File: src/rtl/mc_ctrl_pkg.sv
// Package: state codes and the control word shared by the control sequencer.
// Assumes a 4-bit state encoding; the codes are visible at the top module.
package mc_ctrl_pkg;

    localparam int STATE_W = 4;

    typedef enum logic [STATE_W-1:0] {
        S_FETCH  = 4'd0,
        S_DECODE = 4'd1,
        S_ADDR   = 4'd2,
        S_LDMEM  = 4'd3,
        S_LDWB   = 4'd4,
        S_STMEM  = 4'd5,
        S_EXEC   = 4'd6,
        S_RWB    = 4'd7,
        S_BEQ    = 4'd8,
        S_JMP    = 4'd9,
        S_XUND   = 4'd10,
        S_XOVF   = 4'd11
    } state_t;

    // ALU operation select codes
    localparam logic [1:0] ALU_ADD  = 2'b00;
    localparam logic [1:0] ALU_SUB  = 2'b01;
    localparam logic [1:0] ALU_FUNC = 2'b10;

    // ALU operand B select codes
    localparam logic [1:0] SRCB_REG  = 2'b00;
    localparam logic [1:0] SRCB_FOUR = 2'b01;
    localparam logic [1:0] SRCB_IMM  = 2'b10;
    localparam logic [1:0] SRCB_IMM4 = 2'b11;

    // PC source select codes
    localparam logic [1:0] PCS_ALU  = 2'b00;
    localparam logic [1:0] PCS_OUT  = 2'b01;
    localparam logic [1:0] PCS_JMP  = 2'b10;
    localparam logic [1:0] PCS_TRAP = 2'b11;

    typedef struct packed {
        logic       reg_dst;
        logic       reg_wr;
        logic       alu_src_a;
        logic       mem_rd;
        logic       mem_wr;
        logic       mem_to_reg;
        logic       i_or_d;
        logic       ir_wr;
        logic       pc_wr;
        logic       pc_wr_cond;
        logic [1:0] alu_op;
        logic [1:0] alu_src_b;
        logic [1:0] pc_src;
        logic       epc_wr;
        logic       cause_wr;
        logic       cause_val;
    } ctl_t;

endpackage

File: src/rtl/mc_ctrl_sreg.sv
// State register of the control sequencer.
// Assumes a synchronous active-low reset that forces the fetch state.
module mc_ctrl_sreg
    import mc_ctrl_pkg::*;
(
    input  logic   clk,
    input  logic   rst_n,
    input  state_t d,
    output state_t q
);

    // Hold the current state, reset to fetch.
    always_ff @(posedge clk) begin
        if (!rst_n) q <= S_FETCH;
        else        q <= d;
    end

endmodule

File: src/rtl/mc_ctrl_next.sv
// Next-state logic: fixed steps, opcode dispatch in decode, overflow
// diversion in execute. Assumes the opcode stays stable through decode.
module mc_ctrl_next
    import mc_ctrl_pkg::*;
#(
    parameter int               OP_W     = 6,
    parameter logic [OP_W-1:0]  OP_RTYPE = 6'h00,
    parameter logic [OP_W-1:0]  OP_LW    = 6'h23,
    parameter logic [OP_W-1:0]  OP_SW    = 6'h2B,
    parameter logic [OP_W-1:0]  OP_BEQ   = 6'h04,
    parameter logic [OP_W-1:0]  OP_J     = 6'h02
) (
    input  state_t          cur,
    input  logic [OP_W-1:0] opcode,
    input  logic            alu_ovf,
    output state_t          nxt
);

    // Choose the successor of the current state.
    always_comb begin
        nxt = S_FETCH;
        unique case (cur)
            S_FETCH:  nxt = S_DECODE;
            S_DECODE: begin
                if      (opcode == OP_RTYPE) nxt = S_EXEC;
                else if (opcode == OP_LW)    nxt = S_ADDR;
                else if (opcode == OP_SW)    nxt = S_ADDR;
                else if (opcode == OP_BEQ)   nxt = S_BEQ;
                else if (opcode == OP_J)     nxt = S_JMP;
                else                         nxt = S_XUND;
            end
            S_ADDR:   nxt = (opcode == OP_SW) ? S_STMEM : S_LDMEM;
            S_LDMEM:  nxt = S_LDWB;
            S_EXEC:   nxt = alu_ovf ? S_XOVF : S_RWB;
            default:  nxt = S_FETCH;
        endcase
    end

endmodule

File: src/rtl/mc_ctrl_decode.sv
// Output decoder: maps the state to the full control word (Moore outputs).
// Assumes any strobe or select not named for a state is zero.
module mc_ctrl_decode
    import mc_ctrl_pkg::*;
(
    input  state_t cur,
    output ctl_t   ctl
);

    // Build the control word for the current state.
    always_comb begin
        ctl = '0;
        unique case (cur)
            S_FETCH: begin
                ctl.mem_rd    = 1'b1;
                ctl.ir_wr     = 1'b1;
                ctl.pc_wr     = 1'b1;
                ctl.alu_src_b = SRCB_FOUR;
                ctl.alu_op    = ALU_ADD;
                ctl.pc_src    = PCS_ALU;
            end
            S_DECODE: ctl.alu_src_b = SRCB_IMM4;
            S_ADDR: begin
                ctl.alu_src_a = 1'b1;
                ctl.alu_src_b = SRCB_IMM;
            end
            S_LDMEM: begin
                ctl.mem_rd = 1'b1;
                ctl.i_or_d = 1'b1;
            end
            S_LDWB: begin
                ctl.reg_wr     = 1'b1;
                ctl.mem_to_reg = 1'b1;
            end
            S_STMEM: begin
                ctl.mem_wr = 1'b1;
                ctl.i_or_d = 1'b1;
            end
            S_EXEC: begin
                ctl.alu_src_a = 1'b1;
                ctl.alu_op    = ALU_FUNC;
            end
            S_RWB: begin
                ctl.reg_dst = 1'b1;
                ctl.reg_wr  = 1'b1;
            end
            S_BEQ: begin
                ctl.alu_src_a  = 1'b1;
                ctl.alu_op     = ALU_SUB;
                ctl.pc_wr_cond = 1'b1;
                ctl.pc_src     = PCS_OUT;
            end
            S_JMP: begin
                ctl.pc_wr  = 1'b1;
                ctl.pc_src = PCS_JMP;
            end
            S_XUND, S_XOVF: begin
                ctl.alu_src_b = SRCB_FOUR;
                ctl.alu_op    = ALU_SUB;
                ctl.epc_wr    = 1'b1;
                ctl.cause_wr  = 1'b1;
                ctl.cause_val = (cur == S_XOVF);
                ctl.pc_wr     = 1'b1;
                ctl.pc_src    = PCS_TRAP;
            end
            default: ctl = '0;
        endcase
    end

endmodule

File: src/rtl/mc_ctrl.sv
// Top of the multicycle control sequencer: state register, next-state
// logic and output decoder. Assumes the datapath samples every output
// on the same rising edge that advances the state.
module mc_ctrl
    import mc_ctrl_pkg::*;
#(
    parameter int               OP_W     = 6,
    parameter logic [OP_W-1:0]  OP_RTYPE = 6'h00,
    parameter logic [OP_W-1:0]  OP_LW    = 6'h23,
    parameter logic [OP_W-1:0]  OP_SW    = 6'h2B,
    parameter logic [OP_W-1:0]  OP_BEQ   = 6'h04,
    parameter logic [OP_W-1:0]  OP_J     = 6'h02
) (
    input  logic               clk,
    input  logic               rst_n,
    input  logic [OP_W-1:0]    opcode,
    input  logic               alu_ovf,
    output logic               reg_dst,
    output logic               reg_wr,
    output logic               alu_src_a,
    output logic               mem_rd,
    output logic               mem_wr,
    output logic               mem_to_reg,
    output logic               i_or_d,
    output logic               ir_wr,
    output logic               pc_wr,
    output logic               pc_wr_cond,
    output logic [1:0]         alu_op,
    output logic [1:0]         alu_src_b,
    output logic [1:0]         pc_src,
    output logic               epc_wr,
    output logic               cause_wr,
    output logic               cause_val,
    output logic [STATE_W-1:0] state_o
);

    state_t cur_q;
    state_t nxt_d;
    ctl_t   ctl;

    mc_ctrl_sreg u_sreg (
        .clk   (clk),
        .rst_n (rst_n),
        .d     (nxt_d),
        .q     (cur_q)
    );

    mc_ctrl_next #(
        .OP_W     (OP_W),
        .OP_RTYPE (OP_RTYPE),
        .OP_LW    (OP_LW),
        .OP_SW    (OP_SW),
        .OP_BEQ   (OP_BEQ),
        .OP_J     (OP_J)
    ) u_next (
        .cur     (cur_q),
        .opcode  (opcode),
        .alu_ovf (alu_ovf),
        .nxt     (nxt_d)
    );

    mc_ctrl_decode u_dec (
        .cur (cur_q),
        .ctl (ctl)
    );

    // Fan the control word out to the ports.
    always_comb begin
        reg_dst    = ctl.reg_dst;
        reg_wr     = ctl.reg_wr;
        alu_src_a  = ctl.alu_src_a;
        mem_rd     = ctl.mem_rd;
        mem_wr     = ctl.mem_wr;
        mem_to_reg = ctl.mem_to_reg;
        i_or_d     = ctl.i_or_d;
        ir_wr      = ctl.ir_wr;
        pc_wr      = ctl.pc_wr;
        pc_wr_cond = ctl.pc_wr_cond;
        alu_op     = ctl.alu_op;
        alu_src_b  = ctl.alu_src_b;
        pc_src     = ctl.pc_src;
        epc_wr     = ctl.epc_wr;
        cause_wr   = ctl.cause_wr;
        cause_val  = ctl.cause_val;
        state_o    = cur_q;
    end

endmodule

File: config.mk
export PLATFORM = sky130hd
export DESIGN_NAME = mc_ctrl
export DESIGN_NICKNAME = d
export VERILOG_FILES = /design/src/rtl/mc_ctrl_pkg.sv /design/src/rtl/mc_ctrl_sreg.sv /design/src/rtl/mc_ctrl_next.sv /design/src/rtl/mc_ctrl_decode.sv /design/src/rtl/mc_ctrl.sv
export SDC_FILE = /design/constraint.sdc
export NUM_CORES = 1
export LEC_CHECK = 0
export CAP_MARGIN = 10
export CORE_MARGIN = 4
export CORE_UTILIZATION = 33
export DETAILED_ROUTE_END_ITERATION = 10
export GPL_TIMING_DRIVEN = 0
export PLACE_DENSITY = 0.78
export SLEW_MARGIN = 25
export SYNTH_ARGS = -nofsm -noshare
export SYNTH_HDL_FRONTEND = slang
export SYNTH_SLANG_ARGS = --single-unit
File: constraint.sdc
create_clock -name clk -period 1.5 [get_ports clk]
set_input_delay 0.15 -clock clk [delete_from_list [all_inputs] [get_ports clk]]
set_output_delay 0.15 -clock clk [all_outputs]
set_load 0.01 [all_outputs]
=== Word-level counts from Yosys, hierarchy flattened ===
Cells that the tools add are included.
W data, S select, Z words.

* Bits in registers: 4
* Input bits: 9

* Eq/ne operators: 15
* Multiplexer cells: 22
* Reductions and logical operators: 10

{| class="wikitable"
|+ Operator list
! kind !! count
|-
| $mux W4 || 5
|-
| $pmux W4 S5 || 1
|-
| $eq A4 B3 Y1 const B || 4
|-
| $eq A4 B4 Y1 const B || 4
|-
| $eq A6 B6 Y1 const B || 2
|-
| $pmux W2 S3 || 2
|-
| $mux W1 || 10
|-
| $reduce_or A3 Y1 || 3
|-
| $eq A4 B2 Y1 const B || 2
|-
| $reduce_or A2 Y1 || 4
|-
| $eq A6 B2 Y1 const B || 1
|-
| $eq A6 B3 Y1 const B || 1
|-
| $logic_not A6 Y1 || 1
|-
| $mux W3 || 2
|-
| $eq A4 B1 Y1 const B || 1
|-
| $logic_not A4 Y1 || 1
|-
| $pmux W2 S2 || 1
|-
| $reduce_or A4 Y1 || 1
|-
| $mux W2 || 1
|}

=== Longest topological paths before layout ===
* Depth in word-level cells: 7
* Mapped depth: 4

=== Cells and area by module ===
A second synthesis with hierarchy kept.

* Cells, all modules: 65
* Area, all modules: 505.5 sq um

{| class="wikitable"
|+ Modules (own cells, without submodules)
! module !! instances !! cells an instance !! area an instance (sq um) !! sequential area each (sq um)
|-
| mc_ctrl_decode || 1 || 32 || 232.7 || 0.0
|-
| mc_ctrl_next || 1 || 25 || 167.7 || 0.0
|-
| mc_ctrl_sreg || 1 || 8 || 105.1 || 80.1
|}

=== Least setup slack after synthesis ===
OpenSTA, ideal clock, no wires.

* Path kind: register to output
* Start: reg u_sreg.q[1]
* End: out pc_wr
* Data arrival time: 1276 ps
* Data required time: 1350 ps
* Slack: 74 ps
* Cell stages (with the launch flop): 4
* Path buffers: 1
* Path through: dfxtp_1 -> buf_2 -> nor4_1 -> or2_2

* Word-level cells in the longest chain between the ends: 3
* Elaborated cells on any way between the ends: 6
* Those cells by class: eq/ne: 3; mux: 1; reduce/logical: 2

{| class="wikitable"
|+ RTL lines
! element !! RTL line !! source
|-
| start, declared || mc_ctrl_sreg.sv:9 || <nowiki>output state_t q</nowiki>
|-
| start signal, assigned || mc_ctrl_sreg.sv:14 || <nowiki>if (!rst_n) q <= S_FETCH;</nowiki>
|-
| start signal, assigned || mc_ctrl_sreg.sv:15 || <nowiki>else q <= d;</nowiki>
|-
| $eq A4 B4 Y1 / $logic_not A4 Y1 (equally long branches) || mc_ctrl_decode.sv:13 || <nowiki>unique case (cur)</nowiki>
|-
| $reduce_or A4 Y1 (no line) (*) || -- ||
|-
| $mux W1 (*) || mc_ctrl_decode.sv:13 ||
|-
| end, declared || mc_ctrl.sv:26 || <nowiki>output logic pc_wr,</nowiki>
|}

Every way passes the cells marked *; elsewhere a longest branch is shown, timed or not.

=== Worst setup path in the final report ===
* Start: reg u_sreg.q[1]
* End: out alu_src_b[1]

* Word-level cells in the longest chain between the ends: 3
* Elaborated cells on any way between the ends: 7
* Those cells by class: eq/ne: 4; mux: 1; reduce/logical: 2

{| class="wikitable"
|+ RTL lines
! element !! RTL line !! source
|-
| $eq A4 B4 Y1 / $logic_not A4 Y1 (equally long branches) || mc_ctrl_decode.sv:13 ||
|-
| $reduce_or A3 Y1 (no line) || -- ||
|-
| $pmux W2 S3 (*) || mc_ctrl_decode.sv:13 ||
|-
| end, declared || mc_ctrl.sv:29 || <nowiki>output logic [1:0] alu_src_b,</nowiki>
|}

Marks and branches as above.

==> results.md <==
* Run status: completed
* Via count at roughly 600
* Syn Std Cell Area at 439 µm²
* Core Area at roughly 0.0012 mm²
* Site Rows at 12
* Slew headroom at 73.4%
* Most instantiated cells after synthesis: nor2_1 (11), nor3_1 (5), dfxtp_1 (4), o21ai_0 (4)
* Worst Tran Pin Value at 398 ps
* Synth top area share at 18.2%
* HPWL after DPL at between 1 and 1.5 mm
* # IOs at 32
* Post-synth EDFFs at 0
* Ys async rst share at 0%
* ANT nets after route at 0
* # setup viols final at 0
* Pin count of the biggest net entering global routing at 11
* Nets at approximately 110
* Setup crit end kind: output pin
* Max Slew Vio Count at 0
* Global-route wire length before repair at 2.32 mm
* Post-route insts no fill at ~110
* Netlist cell types at 31
* Initial Utilization at a little under two fifths
* WP buf/inv at 2
* Worst-path clk slew at 40 ps
* Syn Nets at a little over 70
* DR vias/cell at 5.31
* Slowest cell on crit path: dfxtp_4
* Tcrit/Tclk final at a little over nine tenths
* Antenna cells at 0
* Total Wirelength at between 1 and 1.5 mm
* Max Cap Viol at 0
* Startpoint type of the worst setup path: flop
* Critical path data required time at ~1400 ps
* P_leak at about 0.37 nW
* Most numerous cell in the Yosys netlist: nor2_1
* Number of remaining DRC errors at 0
* TritonRoute pass-1 iters at 4
* Cell chain of the critical path: buf_4 > and2b_2 > nor2_1 > nor3_1 > buf_2
* Comb pwr share at around 64%
* Unrepaired setup endpoints after global routing: no
* CP peak stage delay at roughly 360 ps
* Setup Fix Bufs, Post-CTS at 0
* Worst Path Max Fanout at 5
* Drt wl/cell at roughly 13 µm
* Fraction of layout cells with a size suffix above 1 at 35.7%
* Worst VDD drop at 0.532 mV
* Switching share of power at between 40% and 50%
* Final Hold Vio Count at 0
* Top Registers: u_sreg.q (4)
* Vias in the first global route at 544
* GR Util All Layers at 15.4%
* Synth area leader: dfxtp_1
* Initial antenna violation count at 0
* Mean post-synth cell area at 6.97 µm²
* Clock skew at roughly 4.8 ps
* Cell area after layout at 836 µm²
* Int Power at 0.493 mW
* Worst-Skew Late Latency at about 240 ps
* Cells after DPL at 108
* Clk pwr share at 16.3%
* Register area share after synthesis at 18.2%
* Pwr/cell area at 991 mW/mm²
* H-tree depth at 1
* # port buffers at 31
* Ys Warns at 0
* Path category of the worst min-delay check: in -> reg
* DR iter-0 viols at 8
* Die area at roughly 0.0020 mm²
* Yosys reg bits at 4
* Num CTS Buffers at 3
* Synth top area cells: dfxtp_1 (18%), nor2_1 (9.4%), nor3_1 (5.7%), o21ai_0 (4.6%), nor2b_1 (4.3%)
* CTS Root Cell: clkbuf_4
* Fmax at 688 MHz
* Worst path top cell family by delay: simple AND/OR/NAND/NOR gates
* Psw at ~0.34 mW
* Area Growth Syn to Fin at 90.3%
* Max FFs per register at 4
* Period minus WS final at between 1000 and 1500 ps
* CP Data Arrival Time at 1300 ps
* Clk buf depth at 2
* Placed inst area at about 770 µm²
* Synth Instances at between 60 and 70
* Die height at ~44 µm
* Gr ovfl total at 0
* Placer Congestion at approximately 0.84
* Largest Register: u_sreg.q
* Chip width at between 40 and 50 µm
* Critical path class: reg -> out
* CTS tree: done
* Flop pwr share at approximately a fifth
* Primary FF master, synth: dfxtp_1
* CTS sink count at 4
metrics by stage:
stage               hold slack [ps]  utilization, %  setup WS (ps)  setup TNS (ps)  power [mW]
floorplan                       304               -           74.2               0       0.402
global placement                624            64.7           -267           -2150       0.666
detailed placement              652            64.7           -261           -2190       0.670
CTS                             588            70.7          0.935               0       0.821
global route                    424            70.5           5.91               0       0.881
finish                          337            70.5           45.5               0       0.829
per-layer routing:
layer  up-vias  global-route usage (%)  share of wire [%]
li1        301                       -                  -
met1       263                    15.6                 39
met2        29                    29.8                 51
met3         2                    3.66                9.7
met4         0                    5.42               0.48
met5         -                       0                  0
logic make-up after synthesis:
| family | count (synthesis) | share of synthesized area, % |
|---|---|---|
| simple gates | 39 | 53.3 |
| compound gates | 9 | 12.3 |
| buf+inv | 7 | 7.69 |
| flops | 4 | 18.2 |
| xor+xnor | 3 | 5.98 |
| mux | 1 | 2.56 |
final timing paths:
| path | cells after the start | to | slack, ps | start |
|---|---|---|---|---|
| worst max-delay path | 5 | alu_src_b[1] | 50 | u_sreg.q[1] |
| worst min-delay path | 4 | u_sreg.q[0] | 340 | opcode[5] |
| worst max register to register | 4 | u_sreg.q[1] | 150 | u_sreg.q[3] |
| worst min register to register | 2 | u_sreg.q[0] | 610 | u_sreg.q[0] |
power groups by stage:
stage	logic, mW	clock network [mW]	registers [mW]
after floorplan	0.252	0	0.151
after global placement	0.520	0	0.146
after detailed placement	0.525	0	0.145
after CTS	0.527	0.133	0.161
after global routing	0.575	0.139	0.167
final	0.531	0.135	0.163
placed cells by master, fill, tap and decap left out, types with 3 or more instances in the layout:
cell type	n
dlygate4sd2_1	11
o21ai_0	4
buf_6	3
clkdlybuf4s50_1	11
nor2_1	10
clkbuf_4	3
clkbuf_2	4
buf_2	4
nor3_1	5
area by class of cell:
| cell class | instances | area (µm²) |
|---|---|---|
| Buffer | 5 | 56.3 |
| Clock buffer | 3 | 22.5 |
| Fill cell | 109 | 350 |
| Inverter | 2 | 7.51 |
| Multi-Input combinational cell | 52 | 375 |
| Sequential cell | 4 | 90.1 |
| Tap cell | 14 | 17.5 |
| Timing Repair Buffer | 32 | 267 |
worst min-delay path, stage by stage:
cell            delay (ps)
dlymetal6s2s_1         180
nor3_1                  70
nand4_1                 80
a21oi_1                 60
repair_timing:
| action | 4_1_cts | 5_1_grt |
|---|---|---|
| gates resized for setup | 56 | 13 |
| gates cloned | 1 | 0 |
| setup endpoints to repair | 19 | 8 |
| endpoints found under the hold margin | 0 | 0 |
| hold buffers | 0 | 0 |
Note: power is estimated with default switching activity, not from simulation.
